$ cat config.mk
export PLATFORM = sky130hd
export DESIGN_NAME = tos_lane_placer
export DESIGN_NICKNAME = d
export VERILOG_FILES = /design/src/rtl/tos_pkg.sv /design/src/rtl/tos_lane_mask.sv /design/src/rtl/tos_src_sel.sv /design/src/rtl/tos_lane_placer.sv
export SDC_FILE = /design/constraint.sdc
export NUM_CORES = 1
export LEC_CHECK = 0
export BUFFER_PORTS_ARGS = -buffer_cell sky130_fd_sc_hd__buf_2
export CAP_MARGIN = 20
export CORE_ASPECT_RATIO = 1.25
export CORE_MARGIN = 8
export CORE_UTILIZATION = 40
export DETAILED_ROUTE_END_ITERATION = 10
export GPL_ROUTABILITY_DRIVEN = 0
export PLACE_DENSITY = 0.66
export SYNTH_ARGS = -nofsm -noshare
export SYNTH_HDL_FRONTEND = slang
export SYNTH_SLANG_ARGS = --single-unit
$ cat constraint.sdc
create_clock -name clk -period 2.61 [get_ports clk]
set_clock_uncertainty 0.2 [all_clocks]
set_input_delay 0.522 -clock clk [delete_from_list [all_inputs] [get_ports clk]]
set_output_delay 0.522 -clock clk [all_outputs]
set_load 0.02 [all_outputs]
$ cat src/rtl/tos_pkg.sv
package tos_pkg;
  typedef enum logic [1:0] {
    SW_BYTE = 2'd0,
    SW_HALF = 2'd1,
    SW_WORD = 2'd2,
    SW_SPARE = 2'd3
  } smp_width_e;
endpackage

$ cat src/rtl/tos_lane_mask.sv
module tos_lane_mask
  import tos_pkg::*;
#(
  parameter int DATA_W = 32,
  localparam int NBYTE = DATA_W / 8
) (
  input  logic [1:0]        width,
  input  logic [1:0]        lane,
  input  logic [DATA_W-1:0] sample,
  output logic [DATA_W-1:0] wdata,
  output logic [NBYTE-1:0]  bena
);
  // one slice per output byte: pick its enable and its source byte
  for (genvar b = 0; b < NBYTE; b++) begin : g_byte
    always_comb begin
      unique case (smp_width_e'(width))
        SW_BYTE: begin
          bena[b] = (lane == 2'(b));
          wdata[b*8 +: 8] = sample[7:0];
        end
        SW_HALF: begin
          bena[b] = ((b / 2) == int'(lane[0]));
          wdata[b*8 +: 8] = sample[(b % 2)*8 +: 8];
        end
        default: begin
          bena[b] = 1'b1;
          wdata[b*8 +: 8] = sample[b*8 +: 8];
        end
      endcase
    end
  end
endmodule

$ cat src/rtl/tos_src_sel.sv
module tos_src_sel #(
  parameter int DATA_W = 32
) (
  input  logic              clk,
  input  logic              rst,
  input  logic [1:0]        cfg_width,
  input  logic              cfg_bypass,
  input  logic              fifo_clr,
  input  logic              upd_strobe,
  input  logic [DATA_W-1:0] fifo_rd_data,
  input  logic              fifo_empty,
  input  logic              dir_wr,
  input  logic [DATA_W-1:0] dir_data,
  output logic              fifo_pop,
  output logic              load,
  output logic [DATA_W-1:0] sample,
  output logic              underflow
);
  logic [DATA_W-1:0] dreg;
  logic [1:0]        width_q;
  logic              stale;
  logic              fifo_req;

  assign fifo_req = upd_strobe && !cfg_bypass && !stale && !rst;
  assign fifo_pop = fifo_req && !fifo_empty;
  assign load     = (upd_strobe && cfg_bypass && !rst) || fifo_pop;
  assign sample   = cfg_bypass ? dreg : fifo_rd_data;

  always_ff @(posedge clk) begin
    if (rst) begin
      dreg      <= '0;
      width_q   <= cfg_width;
      stale     <= 1'b0;
      underflow <= 1'b0;
    end else begin
      width_q <= cfg_width;
      if (dir_wr) dreg <= dir_data;
      if (cfg_width != width_q) stale <= 1'b1;
      else if (fifo_clr)        stale <= 1'b0;
      if (fifo_req && fifo_empty) underflow <= 1'b1;
    end
  end

  p_pop_has_data_r5: assert property (@(posedge clk) disable iff (rst)
    fifo_pop |-> !fifo_empty);
  p_sticky_uf_r7: assert property (@(posedge clk) disable iff (rst)
    underflow |=> underflow);
  p_empty_sets_uf_r7: assert property (@(posedge clk) disable iff (rst)
    (upd_strobe && !cfg_bypass && !stale && fifo_empty) |=> underflow);
  p_bypass_no_pop_r8: assert property (@(posedge clk) disable iff (rst)
    cfg_bypass |-> !fifo_pop);
  p_hold_no_pop_r10: assert property (@(posedge clk) disable iff (rst)
    (cfg_width != width_q) |=> !fifo_pop);
endmodule

$ cat src/rtl/tos_lane_placer.sv
module tos_lane_placer
  import tos_pkg::*;
#(
  parameter int DATA_W = 32,
  parameter int CNT_W  = 11,
  parameter int STAT_W = 16,
  localparam int NBYTE = DATA_W / 8
) (
  input  logic              clk,
  input  logic              rst,
  input  logic [1:0]        cfg_width,
  input  logic [1:0]        cfg_lane,
  input  logic              cfg_bypass,
  input  logic              fifo_clr,
  input  logic              upd_strobe,
  input  logic [DATA_W-1:0] fifo_rd_data,
  input  logic [CNT_W-1:0]  fifo_count,
  output logic              fifo_pop,
  input  logic              dir_wr,
  input  logic [DATA_W-1:0] dir_data,
  output logic [DATA_W-1:0] out_lines,
  output logic              underflow,
  output logic [STAT_W-1:0] fill_status
);
  logic              load;
  logic [DATA_W-1:0] sample;
  logic [DATA_W-1:0] wdata;
  logic [NBYTE-1:0]  bena;

  tos_src_sel #(.DATA_W(DATA_W)) u_src (
    .clk(clk), .rst(rst), .cfg_width(cfg_width), .cfg_bypass(cfg_bypass),
    .fifo_clr(fifo_clr), .upd_strobe(upd_strobe), .fifo_rd_data(fifo_rd_data),
    .fifo_empty(fifo_count == '0), .dir_wr(dir_wr), .dir_data(dir_data),
    .fifo_pop(fifo_pop), .load(load), .sample(sample), .underflow(underflow)
  );

  tos_lane_mask #(.DATA_W(DATA_W)) u_mask (
    .width(cfg_width), .lane(cfg_lane), .sample(sample),
    .wdata(wdata), .bena(bena)
  );

  for (genvar b = 0; b < NBYTE; b++) begin : g_out
    always_ff @(posedge clk) begin
      if (rst)                  out_lines[b*8 +: 8] <= '0;
      else if (load && bena[b]) out_lines[b*8 +: 8] <= wdata[b*8 +: 8];
    end
  end

  always_ff @(posedge clk) begin
    if (rst) fill_status <= '0;
    else     fill_status <= STAT_W'(fifo_count);
  end

  p_idle_hold_r6: assert property (@(posedge clk) disable iff (rst)
    !upd_strobe |=> $stable(out_lines));
  p_byte0_keeps_rest_r2: assert property (@(posedge clk) disable iff (rst)
    (upd_strobe && cfg_width == 2'd0 && cfg_lane == 2'd0)
      |=> out_lines[DATA_W-1:8] == $past(out_lines[DATA_W-1:8]));
  p_half_low_keeps_high_r3: assert property (@(posedge clk) disable iff (rst)
    (upd_strobe && cfg_width == 2'd1 && !cfg_lane[0])
      |=> out_lines[DATA_W-1:16] == $past(out_lines[DATA_W-1:16]));
  p_status_follows_r9: assert property (@(posedge clk) disable iff (rst)
    !rst |=> fill_status == STAT_W'($past(fifo_count)));
endmodule

# == Yosys cells after proc, flatten, opt, wreduce, memory -nomap -nowiden ==
# Index checks and enable logic that the tools add are counted.
# classes
bitwise,1
n_eq_ne,5
muxes,10
reduce_logical,21
# ops
cell,count
two-way mux 32 bit,1
two-way mux 8 bit,2
one-hot mux 8 bit (2 select lines),1
logical AND 1 bit,11
zero test 11 bit,1
one-hot mux 1 bit (2 select lines),4
"== test 2 x 1 -> 1 bit, second input constant",2
"== test 2 bit, second input constant",2
zero test 1 bit,4
zero test 2 bit,2
two-way mux 1 bit,2
inequality test 2 bit,1
nonzero test 2 bit,1
OR reduction 2 bit,1
logical OR 1 bit,1
NOT 1 bit,1
# totals
elab_cells,47
input_bits,85
output_inout_bits,50
reg_bits,84

# == Longest topological paths before layout ==
# Gate-level depths: netlist (run 1).
# logic_depth
ltp_word,7
depth_mapped,6
ltp_nobuf,4

# == Modules after synthesis ==
# From an unflattened synthesis (run 1), not the netlist that was laid out.
# unflattened
cells_unflattened,398
hier_area_um2,3998.8
# modules_own_cells
mod,n_inst,area_each_um2,cells_each,seq_area_each_um2
tos_lane_placer,1,1830.5,180,860.8
tos_src_sel,1,1677.9,156,720.7
tos_lane_mask,1,490.5,62,0.0

# == Least setup slack after synthesis (run 1) ==
# Ideal clock, no wire load.
# synth_timing
path_type,input -> register
startpoint,input port fifo_count[1]
endpoint,register out_lines[16]
n_path_buf,1
t_required_ps,2289
setup_ps,121
cell_stages,5
setup_slack_ps,183
arrival_time_ps,2106
cell_sequence,or4_4 > nor4_4 > or3b_1 > buf_4 > mux2_2
# synth_via
elab_chain_cells,5
# synth_rtl
element,line,text
start: declaration,tos_lane_placer.sv:17,"input logic [CNT_W-1:0] fifo_count,"
zero test 11 bit,tos_lane_placer.sv:33,".fifo_empty(fifo_count == '0), .dir_wr(dir_wr), .dir_data(dir_data),"
zero test 1 bit,tos_src_sel.sv:25,assign fifo_pop = fifo_req && !fifo_empty;
logical AND 1 bit,tos_src_sel.sv:25,
logical OR 1 bit,tos_src_sel.sv:26,assign load = (upd_strobe && cfg_bypass && !rst) || fifo_pop;
logical AND 1 bit,tos_lane_placer.sv:45,else if (load && bena[b]) out_lines[b*8 +: 8] <= wdata[b*8 +: 8];
end signal: indexed assignment,tos_lane_placer.sv:45,
end: declaration,tos_lane_placer.sv:21,"output logic [DATA_W-1:0] out_lines,"
# Every way passes these cells.
# A chain may end at the register's enable or synchronous reset.

# == Worst setup path in the final report (run 1) ==
# layout_timing
startpoint,input port fifo_count[1]
endpoint,output port fifo_pop
# layout_via
elab_chain_cells,3
# layout_rtl
element,line,text
zero test 11 bit,tos_lane_placer.sv:33,
zero test 1 bit,tos_src_sel.sv:25,
logical AND 1 bit,tos_src_sel.sv:25,
end: declaration,tos_lane_placer.sv:18,"output logic fifo_pop,"
# Every way passes these cells.

==> impl_metrics.env, run 1 <==
export IMPL_clk_pin_slew_ns=0.06
export IMPL_path_class="in2out"
export IMPL_coreArea_mm2=0.00917
export IMPL_rrSetupSlack_ns=0.51
export IMPL_synth_seq_cells=79
export IMPL_drc=0
export IMPL_yosys_warnings=0
export IMPL_antenna_found_initial=0
export IMPL_path_cells="buf_2 -> or4_4 -> nor3_1 -> nor2b_1 -> buf_2"
export IMPL_cts_root_buf="clkbuf_16"
export IMPL_postSynthAreaPerCell_um2=11.3
export IMPL_power_leakage_nw=2.28
export IMPL_synth_cell_type_count=30
export IMPL_drive_above_1_share_pct=44.8
export IMPL_area_delta_synth_final_pct=28.5
export IMPL_cts_htree_levels=3
export IMPL_worst_setup_path_end_kind="output port"
export IMPL_fmax_mhz=415
export IMPL_ios=135
export IMPL_crit_path_start_kind="primary input"
export IMPL_worst_slew_pin_slew_ns=0.645
export IMPL_hold_buffers=0
export IMPL_dp_cells=571
export IMPL_grt_pass1_wl_mm=16.4
export IMPL_wl_per_cell_um=18.4
export IMPL_ys_seq_area_share_pct=41.7
export IMPL_drt_initial_drc_count=150
export IMPL_slowest_delay_ns=0.56
export IMPL_setup_violations=0
export IMPL_first_pass_iters=4
export IMPL_clock_latency_ns=0.34
export IMPL_crit_fanout=2
export IMPL_fin_crit_ns=2.41
export IMPL_final_cell_area_mm2=0.00488
export IMPL_status="finished, final reports clean"
export IMPL_numCtsBuffers=9
export IMPL_grt_max_degree=55
export IMPL_rsz0062_at_grt="false"
export IMPL_crit_top_cell="buf_2"
export IMPL_worstPathRequired_ns=1.89
export IMPL_finalSetupTns_ns=0
export IMPL_maxCapViolCount=0
export IMPL_fp_dieW_um=103
export IMPL_grt_ovfl_total=0
export IMPL_vias=3068
export IMPL_regArea_mm2=0.00158
export IMPL_vdd_ir_drop_worst_mv=0.354
export IMPL_arrival_ns=1.69
export IMPL_dpl_hpwl_mm=8.43
export IMPL_die_area_mm2=0.0129
export IMPL_drt_wl_total_mm=10.8
export IMPL_placed_area_mm2=0.00455
export IMPL_instances_no_fill=587
export IMPL_crit_family="simple AND/OR/NAND/NOR gates"
export IMPL_row_count=39
export IMPL_multiInputGateArea_mm2=0.00207
export IMPL_grt_usage_pct=16.8
export IMPL_finish_utilization_pct=53.2
export IMPL_min_path_type="in2reg"
export IMPL_ant_nets=0
export IMPL_power_density_mw_per_mm2=650
export IMPL_cts_tree="yes"
export IMPL_fillers=851
export IMPL_port_buffers=129
export IMPL_drv_slew=0
export IMPL_post_cts_buffers=0
export IMPL_finalHoldViolations=0
export IMPL_max_slew_margin_pct=56.8
export IMPL_clk_path_buf_depth=2
export IMPL_cts_resized=0
export IMPL_start_util_pct=41.4
export IMPL_syn_inst=336
export IMPL_nets=544
export IMPL_grt_pass1_vias=3194
export IMPL_syn_area_mm2=0.00380
export IMPL_finalCritPeriodShare_pct=92.2
export IMPL_avgViaCountPerCell=5.23
export IMPL_die_height_um=125
export IMPL_worst_path_buf_inv=2
export IMPL_n_antenna_cell=0
export IMPL_clock_sinks=79
export IMPL_critPathSlowestCell="or4_4"
[cell usage in the layout (no fill, tap or decap), drive strengths merged]
cell type,n
a21oi,4
a31oi,1
and3b,1
buf,140
bufinv,2
clkbuf,13
clkinv,1
conb,5
dfxtp,79
inv,2
mux2,24
mux2i,48
mux4,24
nand2,8
nand2b,2
nor2,35
nor2b,29
nor3,2
nor4,1
nor4b,1
o21ai,10
o311ai,16
or2,1
or3,2
or3b,1
or4,10
xnor2,2
[worst paths after layout]
path                                 to                 startpoint  depth (start not counted)
max                            fifo_pop              fifo_count[1]                          5
min            u_src.width_q[0]$_DFF_P_               cfg_width[0]                          1
max reg2reg  out_lines[13]$_SDFFE_PP0P_   u_src.stale$_SDFFE_PP0P_                          4
min reg2reg   out_lines[5]$_SDFFE_PP0P_  out_lines[5]$_SDFFE_PP0P_                          2
[cell usage after synthesis (all sizes together)]
cell type  number  area, um^2
a21oi           4        20.0
a31oi           1        6.26
and3b           1        8.76
buf            17        95.1
clkbuf         15        57.6
conb            1        3.75
dfxtp          79        1580
inv             2        7.51
mux2           24         270
mux2i          48         480
mux4           24         541
nand2           8        30.0
nand2b          2        12.5
nor2           35         131
nor2b          29         181
nor3            2        15.0
nor4            1        21.3
nor4b           1        15.0
o21ai          10        50.1
o311ai         16         140
or2             1        6.26
or3             2        12.5
or3b            1        8.76
or4            10        82.6
xnor2           2        17.5
[state kept, by name (all words and copies together) (netlist names)]
name / flops
fill_status: 11
out_lines: 32
u_src.dreg: 32
u_src.stale: 1
u_src.underflow: 1
u_src.width_q: 2
[per-layer routing]
| metal | GRT usage [%] | wire length, um |
|---|---|---|
| met5 | 0 | 0 |
| met4 | 8.45 | 293 |
| met1 | 19.4 | 4300 |
| met3 | 4.47 | 885 |
| met2 | 27.7 | 5330 |
[kinds of logic after synthesis]
group,after synthesis,synth area share [%]
DFF,79,41.7
buffers and inverters,34,4.22
other,1,0.0988
muxes,96,34.0
AOI/OAI and AO/OA,31,5.70
xor gates and xnor gates,2,0.462
and+or+nand+nor,93,13.8
[worst register-to-register path: stages, from the launching register on]
cell	delay, ns
dfxtp_1	0.32
nor4b_2	0.36
nor2_1	0.14
nor3_2	0.56
mux2_2	0.41
[area by class of cell]
type | count | share of cell area, %
sequential | 79 | 32.4
timing repair buffer | 140 | 15.2
clock buffer | 13 | 5.33
clock inverter | 3 | 1.33
multi-input combinational | 227 | 42.4
tap | 123 | 3.15
inverter | 2 | 0.154
[per-stage QoR]
step	worst slack [ns]	power (mW)	hold WS, ns
floorplan	0.183	1.65	0.254
global placement	0.0630	1.83	0.256
detailed placement	0.0420	1.84	0.271
CTS	0.198	3.20	0.189
global route	0.118	3.29	0.196
finish	0.203	3.17	0.193
[power breakdown]
group,internal [mW],leakage [nW],switching (mW)
Clock,0.888,0.160,0.470
Combinational,0.235,1.47,0.257
Sequential,1.28,0.650,0.0418
Total,2.40,2.28,0.768
Power figures use the tool's default switching activity.
==> run 2: changes to the inputs <==
--- a/config.mk
+++ b/config.mk
@@ -12,7 +12,7 @@
 export CORE_UTILIZATION = 40
 export DETAILED_ROUTE_END_ITERATION = 10
 export GPL_ROUTABILITY_DRIVEN = 0
-export PLACE_DENSITY = 0.66
+export PLACE_DENSITY = 0.68
 export SYNTH_ARGS = -nofsm -noshare
 export SYNTH_HDL_FRONTEND = slang
 export SYNTH_SLANG_ARGS = --single-unit
==> run 2 against run 1 <==
Sequential share of layout area grew 0.18 points. Die area is the same. Register-to-register slack gained 0.03 ns. First-iteration DRC count grew 6.7%. Hold slack gained 0.028 ns. Flip-flop and latch count is the same. Maximum frequency grew 0.55%. Critical path type unchanged. Worst setup slack gained 0.013 ns. Critical endpoint unchanged.
==> impl_metrics.env, run 2 (same netlist as run 1, synthesis figures left out) <==
export IMPL_drt_wl_total_mm=10.8
export IMPL_finalCritPeriodShare_pct=91.7
export IMPL_max_slew_margin_pct=45.4
export IMPL_rsz0062_at_grt="false"
export IMPL_finalSetupTns_ns=0
export IMPL_rrSetupSlack_ns=0.54
export IMPL_reg_top3="out_lines x32, u_src.dreg x32, fill_status x11"
export IMPL_dpl_hpwl_mm=8.36
export IMPL_worst_slew_pin_slew_ns=0.819
export IMPL_whs_path_depth=3
export IMPL_cts_htree_levels=3
export IMPL_r2r_end="out_lines[12]$_SDFFE_PP0P_"
export IMPL_crit_path_start_kind="primary input"
export IMPL_drt_initial_drc_count=160
export IMPL_vdd_ir_drop_worst_mv=0.389
export IMPL_r2r_start="u_src.stale$_SDFFE_PP0P_"
export IMPL_first_pass_iters=4
export IMPL_finalHoldViolations=0
export IMPL_hold_buffers=0
export IMPL_maxCapViolCount=0
export IMPL_cts_root_buf="clkbuf_16"
export IMPL_grt_usage_pct=16.8
export IMPL_min_path_type="in2reg"
export IMPL_power_density_mw_per_mm2=631
export IMPL_power_leakage_nw=2.26
export IMPL_layout_setup_ws_ns=0.216
export IMPL_dp_cells=571
export IMPL_antenna_found_initial=0
export IMPL_fmax_mhz=418
export IMPL_arrival_ns=1.67
export IMPL_clk_pin_slew_ns=0.06
export IMPL_worst_setup_path_end_kind="output port"
export IMPL_ios=135
export IMPL_grt_pass1_vias=3043
export IMPL_cts_tree="yes"
export IMPL_post_cts_buffers=0
export IMPL_min_to="u_src.dreg[19]$_SDFFE_PP0P_"
export IMPL_die_area_mm2=0.0129
export IMPL_reg2reg_depth=4
export IMPL_n_antenna_cell=0
export IMPL_die_height_um=125
export IMPL_grt_pass1_wl_mm=16.5
export IMPL_vias=3047
export IMPL_final_cell_mix="buf_2, dfxtp_1, mux2i_1, nor2_1, nor2b_1"
export IMPL_area_delta_synth_final_pct=27.8
export IMPL_dp_slack_ns=0.00733
export IMPL_row_count=39
export IMPL_drc=0
export IMPL_fp_dieW_um=103
export IMPL_coreArea_mm2=0.00917
export IMPL_instances_no_fill=587
export IMPL_worstPathRequired_ns=1.89
export IMPL_cts_resized=0
export IMPL_grt_ovfl_total=0
export IMPL_clock_latency_ns=0.33
export IMPL_status="finished, final reports clean"
export IMPL_clk_path_buf_depth=2
export IMPL_avgViaCountPerCell=5.19
export IMPL_hp_start="dir_data[19]"
export IMPL_ant_nets=0
export IMPL_setup_violations=0
export IMPL_wl_per_cell_um=18.4
export IMPL_drv_slew=0
export IMPL_nets=544
export IMPL_grt_max_degree=55
export IMPL_final_common_cell="buf_2"
export IMPL_path_class="in2out"
export IMPL_fin_crit_ns=2.39
export IMPL_numCtsBuffers=9
export IMPL_start_util_pct=41.4
export IMPL_port_buffers=129
export IMPL_clock_sinks=79
export IMPL_drive_above_1_share_pct=45.0
export IMPL_crit_fanout=2
## run 2: cell count changes in the layout (fill, tap and decap cells not counted), sizes merged
cell / previous run / this run
clkinv: 1 / 2
bufinv: 2 / 1
inv: 2 / 3
clkinvlp: 0 / 1
clkbuf: 13 / 11
## run 2: area by class of cell
type	count	area, um^2
well taps	123	154
clock inverters	5	56.3
multi-input cells	227	2070
repair buffers	140	741
flip-flops and latches	79	1580
inverters	2	7.51
clock buffers	11	243
fillers	879	4320
## run 2: worst max-delay path, cell delays in order
cell and delay (ns):
buf_2 0.10, or4_4 0.55, nor3_1 0.26, nor2b_1 0.07, buf_2 0.16
## run 2: power breakdown
group | leakage (nW) | switching, mW | internal (mW) | total (mW)
Combinational | 1.47 | 0.255 | 0.235 | 0.490
Clock | 0.146 | 0.481 | 0.767 | 1.25
Sequential | 0.650 | 0.0421 | 1.28 | 1.32
Total | 2.26 | 0.778 | 2.28 | 3.06
## run 2: how the worst max path moves through the flow
| stage | to | from | slack (ns) |
|---|---|---|---|
| global route | fifo_pop | fifo_count[1] | 0.12 |
| CTS | fifo_pop | fifo_count[1] | 0.21 |
| detailed placement | out_lines[22]$_SDFFE_PP0P_ | fifo_count[1] | 0.007 |
| global placement | out_lines[20]$_SDFFE_PP0P_ | fifo_count[1] | 0.04 |
| floorplan | out_lines[16]$_SDFFE_PP0P_ | fifo_count[1] | 0.18 |
| finish | fifo_pop | fifo_count[1] | 0.22 |
## run 2: routing by layer
metal	global-route usage, %	wire length, um	up-vias
met1	20.0	4410	1458
met3	3.36	749	12
met2	28.4	5400	107
met4	7.09	213	0
met5	0	0	-
li1	-	-	1470
## run 2: stage by stage
stage                     power [mW]  utilization [%]  area, um^2  hold WS [ns]
after floorplan                 1.65                -        3810         0.254
after global placement          1.83             49.6        4550         0.251
after detailed placement        1.84             49.6        4550         0.268
after CTS                       3.09             52.9        4850         0.218
after global routing            3.19             52.9        4850         0.222
final                           3.06             52.9        4850         0.221
